--- config.mk ---
export PLATFORM = sky130hd
export DESIGN_NAME = dram_addr_mux
export DESIGN_NICKNAME = d
export VERILOG_FILES = /design/src/rtl/dram_mux_pkg.sv /design/src/rtl/dram_addr_perm.sv /design/src/rtl/dram_burst_seq.sv /design/src/rtl/dram_addr_mux.sv
export SDC_FILE = /design/constraint.sdc
export NUM_CORES = 1
export LEC_CHECK = 0
export BUFFER_PORTS_ARGS = -buffer_cell sky130_fd_sc_hd__buf_2
export CORE_MARGIN = 10
export CORE_UTILIZATION = 50
export DETAILED_ROUTE_END_ITERATION = 12
export HOLD_SLACK_MARGIN = 0.15
export PLACE_DENSITY_LB_ADDON = 0.2
export RECOVER_POWER = 25
export SYNTH_ARGS = -nofsm -noshare
export SYNTH_HDL_FRONTEND = slang
export SYNTH_SLANG_ARGS = --single-unit
export TNS_END_PERCENT = 100
--- constraint.sdc ---
create_clock -name clk -period 2.4 [get_ports clk]
set_input_delay 0.72 -clock clk [delete_from_list [all_inputs] [get_ports clk]]
set_output_delay 0.72 -clock clk [all_outputs]
set_load 0.01 [all_outputs]
--- src/rtl/dram_mux_pkg.sv ---
package dram_mux_pkg;
    typedef enum logic [1:0] {
        ST_IDLE,
        ST_ROW,
        ST_COL
    } seq_state_t;
endpackage

--- src/rtl/dram_addr_perm.sv ---
module dram_addr_perm #(
    parameter int ADDR_W = 28,
    parameter int PIN_W  = 13
) (
    input  logic [ADDR_W-1:2] wa,
    input  logic              wide,
    input  logic              half,
    output logic [PIN_W-1:0]  row_a,
    output logic [PIN_W-1:0]  col_a
);
    localparam int ROW_LO_N = 9;
    localparam int ROW_HI_N = PIN_W - ROW_LO_N;
    localparam int COL_LO_N = 8;
    localparam int COL_HI_N = PIN_W - COL_LO_N;

    // Row: contiguous low run, then every other bit; 32-bit mode is one bit higher.
    for (genvar p = 0; p < ROW_LO_N; p++) begin : g_row_lo
        assign row_a[p] = wide ? wa[10+p] : wa[9+p];
    end
    for (genvar k = 0; k < ROW_HI_N; k++) begin : g_row_hi
        assign row_a[ROW_LO_N+k] = wide ? wa[20+2*k] : wa[19+2*k];
    end

    // Column: in 16-bit mode pin 0 is the generated half-word select.
    for (genvar p = 0; p < COL_LO_N; p++) begin : g_col_lo
        if (p == 0) begin : g_pin0
            assign col_a[p] = wide ? wa[2] : half;
        end else begin : g_pinn
            assign col_a[p] = wide ? wa[2+p] : wa[1+p];
        end
    end
    for (genvar k = 0; k < COL_HI_N; k++) begin : g_col_hi
        assign col_a[COL_LO_N+k] = wide ? wa[19+2*k] : wa[18+2*k];
    end
endmodule

--- src/rtl/dram_burst_seq.sv ---
module dram_burst_seq
    import dram_mux_pkg::*;
#(
    parameter int ADDR_W        = 28,
    parameter int LEN_W         = 8,
    parameter int COL_WORD_BITS = 8
) (
    input  logic              clk,
    input  logic              rst_n,
    input  logic              req_valid,
    input  logic [ADDR_W-1:0] req_addr,
    input  logic [LEN_W-1:0]  req_len,
    input  logic              req_wide,
    output logic              req_ready,
    output seq_state_t        state,
    output logic [ADDR_W-1:2] word_addr,
    output logic              wide_q,
    output logic              half_q
);
    localparam int WIDE_TOP   = 2 + COL_WORD_BITS - 1;
    localparam int NARROW_TOP = WIDE_TOP - 1;

    seq_state_t       next_state;
    logic [LEN_W-1:0] remain_q;
    logic             accept;
    logic             word_done;
    logic             last_word;
    logic             page_end;
    logic             unused_low;

    assign unused_low = ^req_addr[1:0];
    assign req_ready  = (state == ST_IDLE);
    assign accept     = req_valid && req_ready;
    assign word_done  = (state == ST_COL) && (wide_q || half_q);
    assign last_word  = (remain_q == '0);
    assign page_end   = wide_q ? (&word_addr[WIDE_TOP:2]) : (&word_addr[NARROW_TOP:2]);

    always_ff @(posedge clk or negedge rst_n) begin
        if (!rst_n) state <= ST_IDLE;
        else        state <= next_state;
    end

    always_comb begin
        next_state = state;
        unique case (state)
            ST_IDLE: if (accept) next_state = ST_ROW;          // ACCEPT
            ST_ROW:  next_state = ST_COL;                       // OPEN
            ST_COL: begin
                if (word_done && last_word)     next_state = ST_IDLE; // DONE
                else if (word_done && page_end) next_state = ST_ROW;  // PAGE_BREAK
                else                            next_state = ST_COL;  // NEXT_HALF / NEXT_WORD
            end
            default: next_state = ST_IDLE;
        endcase
    end

    always_ff @(posedge clk or negedge rst_n) begin
        if (!rst_n) begin
            word_addr <= '0;
            remain_q  <= '0;
            wide_q    <= 1'b0;
            half_q    <= 1'b0;
        end else if (accept) begin
            word_addr <= req_addr[ADDR_W-1:2];
            remain_q  <= req_len;
            wide_q    <= req_wide;
            half_q    <= 1'b0;
        end else if (state == ST_COL) begin
            if (!wide_q) half_q <= ~half_q;
            if (word_done && !last_word) begin
                word_addr <= word_addr + 1'b1;
                remain_q  <= remain_q - 1'b1;
            end
        end
    end


    narrow_half_chk: assert property (@(posedge clk) disable iff (!rst_n)
        (state == ST_COL && !wide_q && !half_q) |=> (state == ST_COL && half_q));

    accept_busy_chk: assert property (@(posedge clk) disable iff (!rst_n)
        accept |=> !req_ready);
endmodule

--- src/rtl/dram_addr_mux.sv ---
module dram_addr_mux
    import dram_mux_pkg::*;
#(
    parameter int ADDR_W = 28,
    parameter int LEN_W  = 8,
    parameter int PIN_W  = 13
) (
    input  logic              clk,
    input  logic              rst_n,
    input  logic              req_valid,
    output logic              req_ready,
    input  logic [ADDR_W-1:0] req_addr,
    input  logic [LEN_W-1:0]  req_len,
    input  logic              req_wide,
    output logic              row_stb,
    output logic              col_stb,
    output logic [PIN_W-1:0]  dram_a
);
    seq_state_t        state;
    logic [ADDR_W-1:2] word_addr;
    logic              wide_q;
    logic              half_q;
    logic [PIN_W-1:0]  row_a;
    logic [PIN_W-1:0]  col_a;

    dram_burst_seq #(
        .ADDR_W(ADDR_W), .LEN_W(LEN_W), .COL_WORD_BITS(8)
    ) u_seq (
        .clk(clk), .rst_n(rst_n), .req_valid(req_valid), .req_addr(req_addr),
        .req_len(req_len), .req_wide(req_wide), .req_ready(req_ready),
        .state(state), .word_addr(word_addr), .wide_q(wide_q), .half_q(half_q)
    );

    dram_addr_perm #(.ADDR_W(ADDR_W), .PIN_W(PIN_W)) u_perm (
        .wa(word_addr), .wide(wide_q), .half(half_q), .row_a(row_a), .col_a(col_a)
    );

    always_comb begin
        row_stb = 1'b0;
        col_stb = 1'b0;
        dram_a  = '0;
        unique case (state)
            ST_IDLE: ;
            ST_ROW: begin
                row_stb = 1'b1;
                dram_a  = row_a;
            end
            ST_COL: begin
                col_stb = 1'b1;
                dram_a  = col_a;
            end
            default: ;
        endcase
    end


    accept_row_chk: assert property (@(posedge clk) disable iff (!rst_n)
        (req_valid && req_ready) |=> (row_stb && !col_stb));

    row_col_chk: assert property (@(posedge clk) disable iff (!rst_n)
        row_stb |=> col_stb);

    busy_ready_chk: assert property (@(posedge clk) disable iff (!rst_n)
        (row_stb || col_stb) |-> !req_ready);

    strobe_excl_chk: assert property (@(posedge clk) disable iff (!rst_n)
        $onehot0({row_stb, col_stb}));

    narrow_pair_chk: assert property (@(posedge clk) disable iff (!rst_n)
        (col_stb && !wide_q && !dram_a[0]) |=>
        (col_stb && dram_a[0] && dram_a[PIN_W-1:1] == $past(dram_a[PIN_W-1:1])));

    wide_step_chk: assert property (@(posedge clk) disable iff (!rst_n)
        (col_stb && wide_q && $past(col_stb)) |-> (dram_a[7:0] == 8'($past(dram_a[7:0]) + 8'd1)));

    page_break_chk: assert property (@(posedge clk) disable iff (!rst_n)
        (col_stb && (&dram_a[7:0])) |=> !col_stb);
endmodule

[Word level (Yosys, flattened, before mapping)]
Index checks and enable logic that the tools add are counted.
Storage, ports and cells
  register bits: 38
  latch bits: 0
  bits in writable memories: 0
  memory bits (read-only): 0
  input port bits: 40
  output and inout bits: 16
  word-level logic and storage cells: 70
  memories kept: 0
Cells by class
  add/sub/neg operators: 2
  multiply operators: 0
  divide/modulo/power cells: 0
  $lt $le $gt $ge: 0
  equality and inequality tests: 4
  shift operators: 0
  muxes and demuxes: 43
  bitwise gates (word level): 1
  reduce and logical (&&, ||, !) cells: 15
Operators with widths (number)
  26-bit two-way mux: 3
  1-bit two-way mux: 32
  26-bit by 1-bit adder with 26-bit output (second input constant): 1
  13-bit case mux with 2 select lines: 1
  8-bit two-way mux: 3
  8-bit zero test: 1
  8-bit AND reduction: 1
  8-bit by 1-bit subtractor with 8-bit output (second input constant): 1
  7-bit AND reduction: 1
  2-bit two-way mux: 3
  2-bit case mux with 3 select lines: 1
  1-bit logical AND: 5
  2-bit inequality test (second input constant): 2
  2-bit AND reduction: 2
  2-bit nonzero test: 2
  2-bit by 1-bit equality test with 1-bit output (second input constant): 1
  2-bit equality test (second input constant): 1
  2-bit zero test: 1
  1-bit zero test: 1
  1-bit logical OR: 1
  1-bit NOT: 1

[Longest topological paths before layout]
Gate-level depths: netlist (run 1).
  depth in word-level cells: 6
  mapped depth: 8

[By module]
From an unflattened synthesis (run 1), not the netlist that was laid out.
Unflattened totals
  cell total of the unflattened synthesis: 312
  area total of the unflattened synthesis: 2840.2 sq um
Modules (own cells, without submodules)
  dram_burst_seq: instances 1, cells each 249, area each 2202.1 sq um, sequential area each 950.9 sq um
  dram_addr_perm: instances 1, cells each 29, area each 419.2 sq um, sequential area each 0.0 sq um
  dram_addr_mux: instances 1, cells each 34, area each 219.0 sq um, sequential area each 0.0 sq um

[Worst setup path after synthesis (run 1)]
Ideal clock, no wire load.
  kind: flip-flop to output port
  from: register u_seq.state[0]
  to: output port dram_a[9]
  arrival: 1826 ps
  required time: 1680 ps
  slack: -146 ps
  cell stages (with the launch flop): 7
  path buffers: 2
  cell sequence: dfrtp_1 -> inv_1 -> ha_1 -> clkbuf_1 -> clkbuf_1 -> a22oi_1 -> a211oi_1
On the way
  cells in the longest elaborated chain, start to end: 2
RTL lines
  from (decl): line dram_burst_seq.sv:15  | output seq_state_t state,
  from (signal assigned): line dram_burst_seq.sv:40  | else state <= next_state;
  2-bit equality test / 2-bit by 1-bit equality test with 1-bit output (equally long branches): line dram_addr_mux.sv:42  | unique case (state)
  13-bit case mux with 2 select lines (*): line dram_addr_mux.sv:42
  to (decl): line dram_addr_mux.sv:17  | output logic [PIN_W-1:0] dram_a
Every way passes the cells marked *; elsewhere a longest branch is shown, timed or not.

[Worst setup path in the final report (run 1)]
  from: register u_seq.state[0]
  to: output port dram_a[10]
The elaborated chain is that of the path after synthesis.

==> results of run 1 <==
[final cells by class]
cell class	instances	area, sq um	area share [%]
clock buffers	7	86.33	2.510
inverters	9	37.54	1.091
flip-flops and latches	38	952.2	27.68
repair buffers	78	533.0	15.50
well taps	70	87.58	2.546
multi-input cells	243	1738	50.53
clock inverters	1	5.005	0.1455
[worst max-delay path: stages (launching register included)]
cell and delay (ns):
dfrtp_1 0.41, buf_4 0.16, ha_4 0.18, buf_4 0.16, a221oi_2 0.26, a211oi_2 0.08
buf_2 0.15
[worst paths after layout]
path                            slack (ns)                              end  cells past startpoint
worst max register to register        0.30    u_seq.remain_q[4]$_DFFE_PN0P_                      8
worst min-delay path                  0.58  u_seq.word_addr[27]$_DFFE_PN0P_                      2
max in group asynchronous             1.09         u_seq.wide_q$_DFFE_PN0P_                      2
min in group asynchronous             0.65   u_seq.word_addr[8]$_DFFE_PN0P_                      2
worst min register to register        0.58  u_seq.word_addr[27]$_DFFE_PN0P_                      2
worst max-delay path                 -0.01                       dram_a[10]                      6
[logic make-up (layout without fill, tap and decap cells)]
| kind of cell | after synthesis | count (layout) | synth area share, % |
|---|---|---|---|
| and+or+nand+nor | 119 | 119 | 23.20 |
| DFF | 38 | 38 | 35.40 |
| adders and majority gates | 7 | 7 | 3.260 |
| xor gates and xnor gates | 30 | 30 | 9.781 |
| buffers and inverters | 28 | 95 | 4.099 |
| AOI/OAI and AO/OA | 72 | 72 | 18.03 |
| muxes | 15 | 15 | 6.241 |
[report_power, final]
| group | internal (uW) | total (uW) | switching [uW] |
|---|---|---|---|
| sequential | 954 | 1460 | 508 |
| clock | 232 | 472 | 240 |
| combinational | 1270 | 2550 | 1290 |
[what timing repair did]
item | in CTS | in global routing
endpoints found under the hold margin | 0 | 0
pin swaps | 2 | 10
gates resized for setup | 17 | 16
setup buffers | 8 | 2
hold buffers | 0 | 0
setup endpoints to repair | 13 | 12
cloned | 0 | 1
[metal layers]
layer	global-route usage, %	routed length (um)	part of all wire (%)
met3	4.556	421	5.9
met5	0	0	0
met4	5.270	113	1.6
met2	25.99	3276	46
met1	21.58	3374	47
[sequential cells by signal, indices dropped and copies added (netlist names)]
register,count
u_seq.half_q,1
u_seq.word_addr,26
u_seq.state,2
u_seq.wide_q,1
u_seq.remain_q,8
[stage by stage]
stage / utilization [%] / worst slack (ns) / hold slack, ns
2_1_floorplan: - / -0.05608 / 0.4244
3_3_place_gp: 59.77 / 0.1494 / 0.5417
3_5_place_dp: 59.77 / 0.1424 / 0.5665
4_1_cts: 64.61 / -0.005667 / 0.4809
5_1_grt: 66.50 / -0.09493 / 0.6273
6_report: 66.50 / -0.01258 / 0.5791
[Yosys cell counts (6+ instances only)]
library cell   n
ha_1           7
a22oi_1       12
dfrtp_1       38
xnor2_1        9
clkbuf_1      14
nand2_1       53
nand4_1       11
nor2_1        16
a211oi_1       7
inv_1          9
a21oi_1        6
xor2_1        21
mux2_2        14
nand3_1       14
o21ai_0       23
o21ai_1        8
==> impl_metrics.toml, run 1 <==
[sta]
min_period_ns = 2.413
clock.fmax_mhz = 414.5
fin_tns_setup_ns = -0.01555
relSlewSlack_pct = 34.67
setup_ws_ns = -0.01258
skew_ns = 0.01084
final_hold_viol_count = 0
rsz0062_at_grt = "true"
worst_pin_slew_ns = 0.9800
slew_viol_final = 0
setup_viol = 2
fin_crit_sh_pct = 100.5

[floorplanning]
num_rows = 26
top_level_ports = 56
fp.dieH_um = 93.30
dieArea_sq_mm = 0.008705
start_util_pct = 51.94
die_w_um = 93.30
coreArea_sq_mm = 0.005172

[setup_path]
start_kind = "register"
endpoint_kind = "primary output"
critPathMaxFanout = 6
r2r-start = "u_seq.state[0]$_DFFE_PN0P_"
crit_arrival_ns = 1.69
worstSetupPathType = "register to primary output"
crit_start = "u_seq.state[0]$_DFFE_PN0P_"
required_ns = 1.68

[yosys]
yosysTopAreaCellShare_pct = 35.40
netlist_area_sq_mm = 0.002686
ys_warn_count = 0
yosysTopAreaCell = "dfrtp_1"
ys_async_sr_fraction_pct = 100.0
ys_types = 43
synth_edf_count = 0
yosysSeqAreaShare_pct = 35.40
synth_nets = 356
ys_ff_latch = 38
synth_cells = 309
ys_top_cells_by_area = "dfrtp_1, nand2_1, xor2_1, mux2_2, o21ai_0"
synth-main-ff-cell = "dfrtp_1"
avgSynthCellArea_sq_um = 8.694

[drt]
viasPerCell = 5.536
drc = 0
ant_nets = 0
drt_iter0_drc = 150
finalWirelength_um = 7186
post_drt_wl_per_cell_um = 16.11
firstDrtPassIters = 4
route.vias.total = 2469

[finish]
drive_gt1_share_pct = 35.11
syn_to_final_growth_pct = 28.04
antenna_cells = 0
postLayoutCellArea_sq_mm = 0.003440
layout_common_cells = "buf_2, nand2_1, dfrtp_1"
fin_cells = 446
nets = 422
final_common_cell = "buf_2"
fillers = 440

[global_routing]
antenna_found_initial = 0
grt-ovfl-total = 0
grt_pass1_wl_um = 11850
grt_pass1_vias = 2461
track_usage_pct = 16.59
grt_max_degree = 42

[min_path]
min_from = "u_seq.word_addr[27]$_DFFE_PN0P_"
holdCritPathClass = "register to register"

[power]
total_power_uw = 4488
cellPowerDensity_mw_per_mm2 = 1305
leakage_uw = 0.001433
ir_worst_vdd_mv = 0.6033

[cts]
cts_root_buf = "clkbuf_8"
cts_buffers = 5
cts_tree = "done"
clockBufferDepth = 2
clkSlewWorstSetupHoldPaths_ns = 0.08
h-tree-depth = 2
clock_latency_ns = 0.30
cts.sinks = 38

[place]
routabilityCongestion = 0.8399
dp_cells = 427
io_buffers = 53
dp_hpwl_um = 5095
place_area_sq_mm = 0.003092

[status]
violations = "setup timing"
status = "complete, but fails checks"

[flow_run]
maxCapViolations = 0
No activity file was read; power rests on OpenSTA's default activity.
==> run 2, diff against run 1 <==
--- a/config.mk
+++ b/config.mk
@@ -6,8 +6,10 @@
 export NUM_CORES = 1
 export LEC_CHECK = 0
 export BUFFER_PORTS_ARGS = -buffer_cell sky130_fd_sc_hd__buf_2
+export CELL_PAD_IN_SITES_DETAIL_PLACEMENT = 1
+export CELL_PAD_IN_SITES_GLOBAL_PLACEMENT = 2
 export CORE_MARGIN = 10
-export CORE_UTILIZATION = 50
+export CORE_UTILIZATION = 33
 export DETAILED_ROUTE_END_ITERATION = 12
 export HOLD_SLACK_MARGIN = 0.15
 export PLACE_DENSITY_LB_ADDON = 0.2
==> constraint.sdc (replaced) <==
create_clock -name clk -period 2.4 [get_ports clk]
set_input_delay 0.12 -clock clk [delete_from_list [all_inputs] [get_ports clk]]
set_output_delay 0.12 -clock clk [all_outputs]
set_load 0.01 [all_outputs]
==> impl_metrics.toml, run 2 (synthesis gave the netlist of run 1 again) <==
[status]
status = "completed"

[finish]
fin_cells = 498
largest_reg_flops = 26
syn_to_final_growth_pct = 32.46
drive_gt1_share_pct = 24.24
final_common_cell = "nand2_1"
reg_top3 = "u_seq.word_addr: 26 flops, u_seq.remain_q: 8 flops, u_seq.state: 2 flops"
postLayoutCellArea_sq_mm = 0.003558
top_register = "u_seq.word_addr"
fillers = 953
antenna_cells = 0
nets = 442
multiInputGateArea_sq_mm = 0.001628
seq_area_sq_um = 950.9
layout_common_cells = "nand2_1, buf_2, dfrtp_1"

[global_routing]
grt-ovfl-total = 0
grt_pass1_vias = 2656
antenna_found_initial = 0
grt_max_degree = 39
grt_pass1_wl_um = 13180
track_usage_pct = 13.61

[floorplanning]
fp.dieH_um = 110.2
num_rows = 32
top_level_ports = 56
start_util_pct = 34.41
die_w_um = 110.2
dieArea_sq_mm = 0.01215
coreArea_sq_mm = 0.007807

[setup_path]
worstSetupPathType = "register to primary output"
required_ns = 2.28
crit_arrival_ns = 2.10
r2r_cells = 7
r2r-start = "u_seq.remain_q[0]$_DFFE_PN0P_"
crit_start = "u_seq.wide_q$_DFFE_PN0P_"
endpoint_kind = "primary output"
start_kind = "register"
critPathMaxFanout = 22

[power]
total_power_uw = 4040
cellPowerDensity_mw_per_mm2 = 1135
ir_worst_vdd_mv = 0.4034
leakage_uw = 0.001482

[sta]
final_hold_viol_count = 0
rsz0062_at_grt = "false"
fin_crit_sh_pct = 92.59
slew_viol_final = 0
min_period_ns = 2.222
clock.fmax_mhz = 450.0
fin_tns_setup_ns = 0
relSlewSlack_pct = 34.84
skew_ns = 0.005545
setup_viol = 0
worst_pin_slew_ns = 0.9773

[min_path]
whs_path_depth = 3
min_from = "req_valid"
holdCritPathClass = "primary input to register"

[place]
dp_hpwl_um = 5668
dp_cells = 454
io_buffers = 53
routabilityCongestion = 0.7916
place_area_sq_mm = 0.003084

[cts]
cts.sinks = 38
post_cts_buffers = 0
clockBufferDepth = 2
cts_tree = "done"
cts_buffers = 5
clkSlewWorstSetupHoldPaths_ns = 0.08
h-tree-depth = 2
cts_root_buf = "clkbuf_8"
clock_latency_ns = 0.30

[drt]
route.vias.total = 2556
ant_nets = 0
drt_iter0_drc = 122
drc = 0
viasPerCell = 5.133
finalWirelength_um = 7852
post_drt_wl_per_cell_um = 15.77
firstDrtPassIters = 4

[flow_run]
maxCapViolations = 0
-- run 2: cell types whose count changed in the layout (fill, tap and decap cells not counted), moves of 4 or more --
cell	change
dlygate4sd3_1	+36
buf_4	-6
a221oi_1	+5
a221oi_2	-5
a22oi_1	+4
a22oi_2	-4
-- run 2: area by class of cell --
type | count | area share, %
Clock inverter | 3 | 1.125
Sequential cell | 38 | 26.72
Inverter | 9 | 0.9494
Tap cell | 102 | 3.586
Multi-Input combinational cell | 243 | 45.75
Clock buffer | 5 | 1.934
Timing Repair Buffer | 98 | 19.94
-- run 2: where the power goes --
part / leakage, uW / internal (uW) / switching, uW / total [uW]
combinational: 0.000959 / 925 / 1100 / 2020
clock: 0.0000579 / 306 / 248 / 554
sequential: 0.000465 / 952 / 512 / 1460
total: 0.00148 / 2180 / 1860 / 4040
-- run 2: timing repair --
| action | in CTS | in global routing |
|---|---|---|
| resized for setup | 0 | 2 |
| hold buffers | 36 | 0 |
| hold endpoints to repair | 73 | 0 |
| endpoints found under the setup margin | 0 | 1 |
-- run 2: path summary, 6_finish.rpt --
check | end | slack, ns
max | dram_a[7] | 0.18
min | u_seq.state[0]$_DFFE_PN0P_ | 0.21
max reg2reg | u_seq.remain_q[4]$_DFFE_PN0P_ | 0.33
min reg2reg | u_seq.word_addr[27]$_DFFE_PN0P_ | 0.58
max in group asynchronous | u_seq.word_addr[17]$_DFFE_PN0P_ | 1.28
min in group asynchronous | u_seq.word_addr[4]$_DFFE_PN0P_ | 0.50
-- run 2: per-stage QoR --
step	utilization [%]	hold WS, ns	setup WS (ns)
after global routing	45.58	0.2303	0.04046
after CTS	45.51	0.2052	0.1202
after floorplan	-	-0.1756	0.4537
after global placement	39.50	0.3002	0.3718
after detailed placement	39.50	0.3076	0.3405
final	45.58	0.2120	0.1779
-- run 2: per-layer routing --
layer	wire, um	vias up	GRT usage (%)
li1	-	1274	-
met1	3667	1228	17.63
met2	3683	44	21.59
met3	369	10	3.134
met4	132	0	5.138
met5	0	-	0
-- run 2: worst max-delay path, stage by stage (launching register included) --
cell     delay (ns)
dfrtp_1        0.62
buf_4          0.35
mux2_2         0.37
a22oi_1        0.24
nor2_1         0.06
buf_2          0.15
==> run 3, diff against run 2 <==
--- a/config.mk
+++ b/config.mk
@@ -12,8 +12,10 @@
 export CORE_UTILIZATION = 33
 export DETAILED_ROUTE_END_ITERATION = 12
 export HOLD_SLACK_MARGIN = 0.15
-export PLACE_DENSITY_LB_ADDON = 0.2
+export PLACE_DENSITY = 0.92
 export RECOVER_POWER = 25
+export REMOVE_ABC_BUFFERS = 1
+export SKIP_LAST_GASP = 1
 export SYNTH_ARGS = -nofsm -noshare
 export SYNTH_HDL_FRONTEND = slang
 export SYNTH_SLANG_ARGS = --single-unit
==> impl_metrics.toml, run 3 (synthesis gave the netlist of run 1 again) <==
[sta]
fin_tns_setup_ns = 0
clock.fmax_mhz = 448.7
worst_pin_slew_ns = 0.9993
rsz0062_at_grt = "false"
fin_crit_sh_pct = 92.86
hold-worst-slack_ns = 0.2488
min_period_ns = 2.229
final_hold_viol_count = 0
relSlewSlack_pct = 33.38
slew_viol_final = 0
skew_ns = 0.007753
setup_viol = 0

[flow_run]
maxCapViolations = 0

[drt]
firstDrtPassIters = 4
ant_nets = 0
finalWirelength_um = 8185
post_drt_wl_per_cell_um = 16.47
drc = 0
viasPerCell = 5.282
route.vias.total = 2625
drt_iter0_drc = 134

[power]
ir_worst_vdd_mv = 0.3313
total_power_uw = 3908
leakage_uw = 0.001458
cellPowerDensity_mw_per_mm2 = 1111

[global_routing]
track_usage_pct = 13.90
grt_max_degree = 39
grt_pass1_vias = 2797
grt-ovfl-total = 0
antenna_found_initial = 0
grt_pass1_wl_um = 13810

[cts]
clockBufferDepth = 2
h-tree-depth = 2
clkSlewWorstSetupHoldPaths_ns = 0.08
cts_buffers = 5
cts_tree = "done"
cts_root_buf = "clkbuf_8"
clock_latency_ns = 0.29
cts.sinks = 38

[finish]
nets = 442
largest_reg_flops = 26
final_common_cell = "nand2_1"
fin_cells = 497
antenna_cells = 0
syn_to_final_growth_pct = 30.97
final_util_pct = 45.06
reg_top3 = "u_seq.word_addr: 26 flops, u_seq.remain_q: 8 flops, u_seq.state: 2 flops"
drive_gt1_share_pct = 23.80
top_register = "u_seq.word_addr"
layout_common_cells = "nand2_1, buf_2, dfrtp_1"

[floorplanning]
coreArea_sq_mm = 0.007807
top_level_ports = 56
fp.dieH_um = 110.2
die_w_um = 110.2
start_util_pct = 34.41
dieArea_sq_mm = 0.01215
num_rows = 32

[status]
status = "completed"

[place]
routabilityCongestion = 0.8459
dp_hpwl_um = 5654
dp_cells = 454
io_buffers = 53

[setup_path]
critPathMaxFanout = 21
crit_arrival_ns = 2.11
endpoint_kind = "primary output"
start_kind = "register"
worstSetupPathType = "register to primary output"
required_ns = 2.28
r2r_slack_ns = 0.24

[min_path]
holdCritPathClass = "primary input to register"
run 3: cell count changes in the layout (fill, tap and decap cells not counted), sizes merged:
cell    before  now
bufinv       1    0
clkbuf       6    8
clkinv       2    0
run 3: timing repair:
item | in CTS | in global routing
endpoints found under the setup margin | 10 | 1
gates cloned | 0 | 0
hold buffers | 36 | 0
gates resized for setup | 1 | 1
setup buffers | 0 | 0
endpoints found under the hold margin | 73 | 0
run 3: area by class of cell:
class / count / area [sq um]
Timing Repair Buffer: 98 / 693.2
Fill cell: 947 / 4289
Tap cell: 102 / 127.6
Inverter: 9 / 33.78
Sequential cell: 38 / 950.9
Clock buffer: 7 / 76.32
Multi-Input combinational cell: 243 / 1637
run 3: worst paths after layout:
path                                               start  depth (start not counted)                        endpoint
hold reg to reg            u_seq.remain_q[1]$_DFFE_PN0P_                          2   u_seq.remain_q[1]$_DFFE_PN0P_
setup / recovery              u_seq.state[0]$_DFFE_PN0P_                          9                       dram_a[0]
max in group asynchronous                          rst_n                          2      u_seq.state[1]$_DFFE_PN0P_
setup reg to reg           u_seq.remain_q[0]$_DFFE_PN0P_                          8   u_seq.remain_q[4]$_DFFE_PN0P_
hold / removal                                 req_valid                          3      u_seq.state[0]$_DFFE_PN0P_
min in group asynchronous                          rst_n                          2  u_seq.word_addr[7]$_DFFE_PN0P_
run 3: critical path: stages (launching register included):
cell and delay, ns:
dfrtp_1 0.41, inv_1 0.14, ha_1 0.20, buf_4 0.28, o21a_1 0.26, a211oi_2 0.07, a21oi_1 0.15, a21oi_1 0.06
nor2_1 0.10, buf_2 0.15
run 3: stage by stage:
step                      worst slack, ns  area, sq um
after detailed placement          -0.1173         3072
final                              0.1714         3518
after global placement           -0.06784         3072
after CTS                          0.1327         3513
after global routing             0.008114         3518
after floorplan                   -0.1648         2610
run 3: routing by layer:
layer  global-route usage, %  routed length [um]  vias up
met2                   25.02                4235       44
met1                   16.44                3548     1295
li1                        -                   -     1275
met4                   4.037                 124        0
met5                       0                   0        -
met3                   2.554                 277       11
run 3: power breakdown:
part           switching, uW  internal, uW  total [uW]
clock                    222           200         423
sequential               497           953        1450
combinational           1130           903        2030
total                   1850          2060        3910
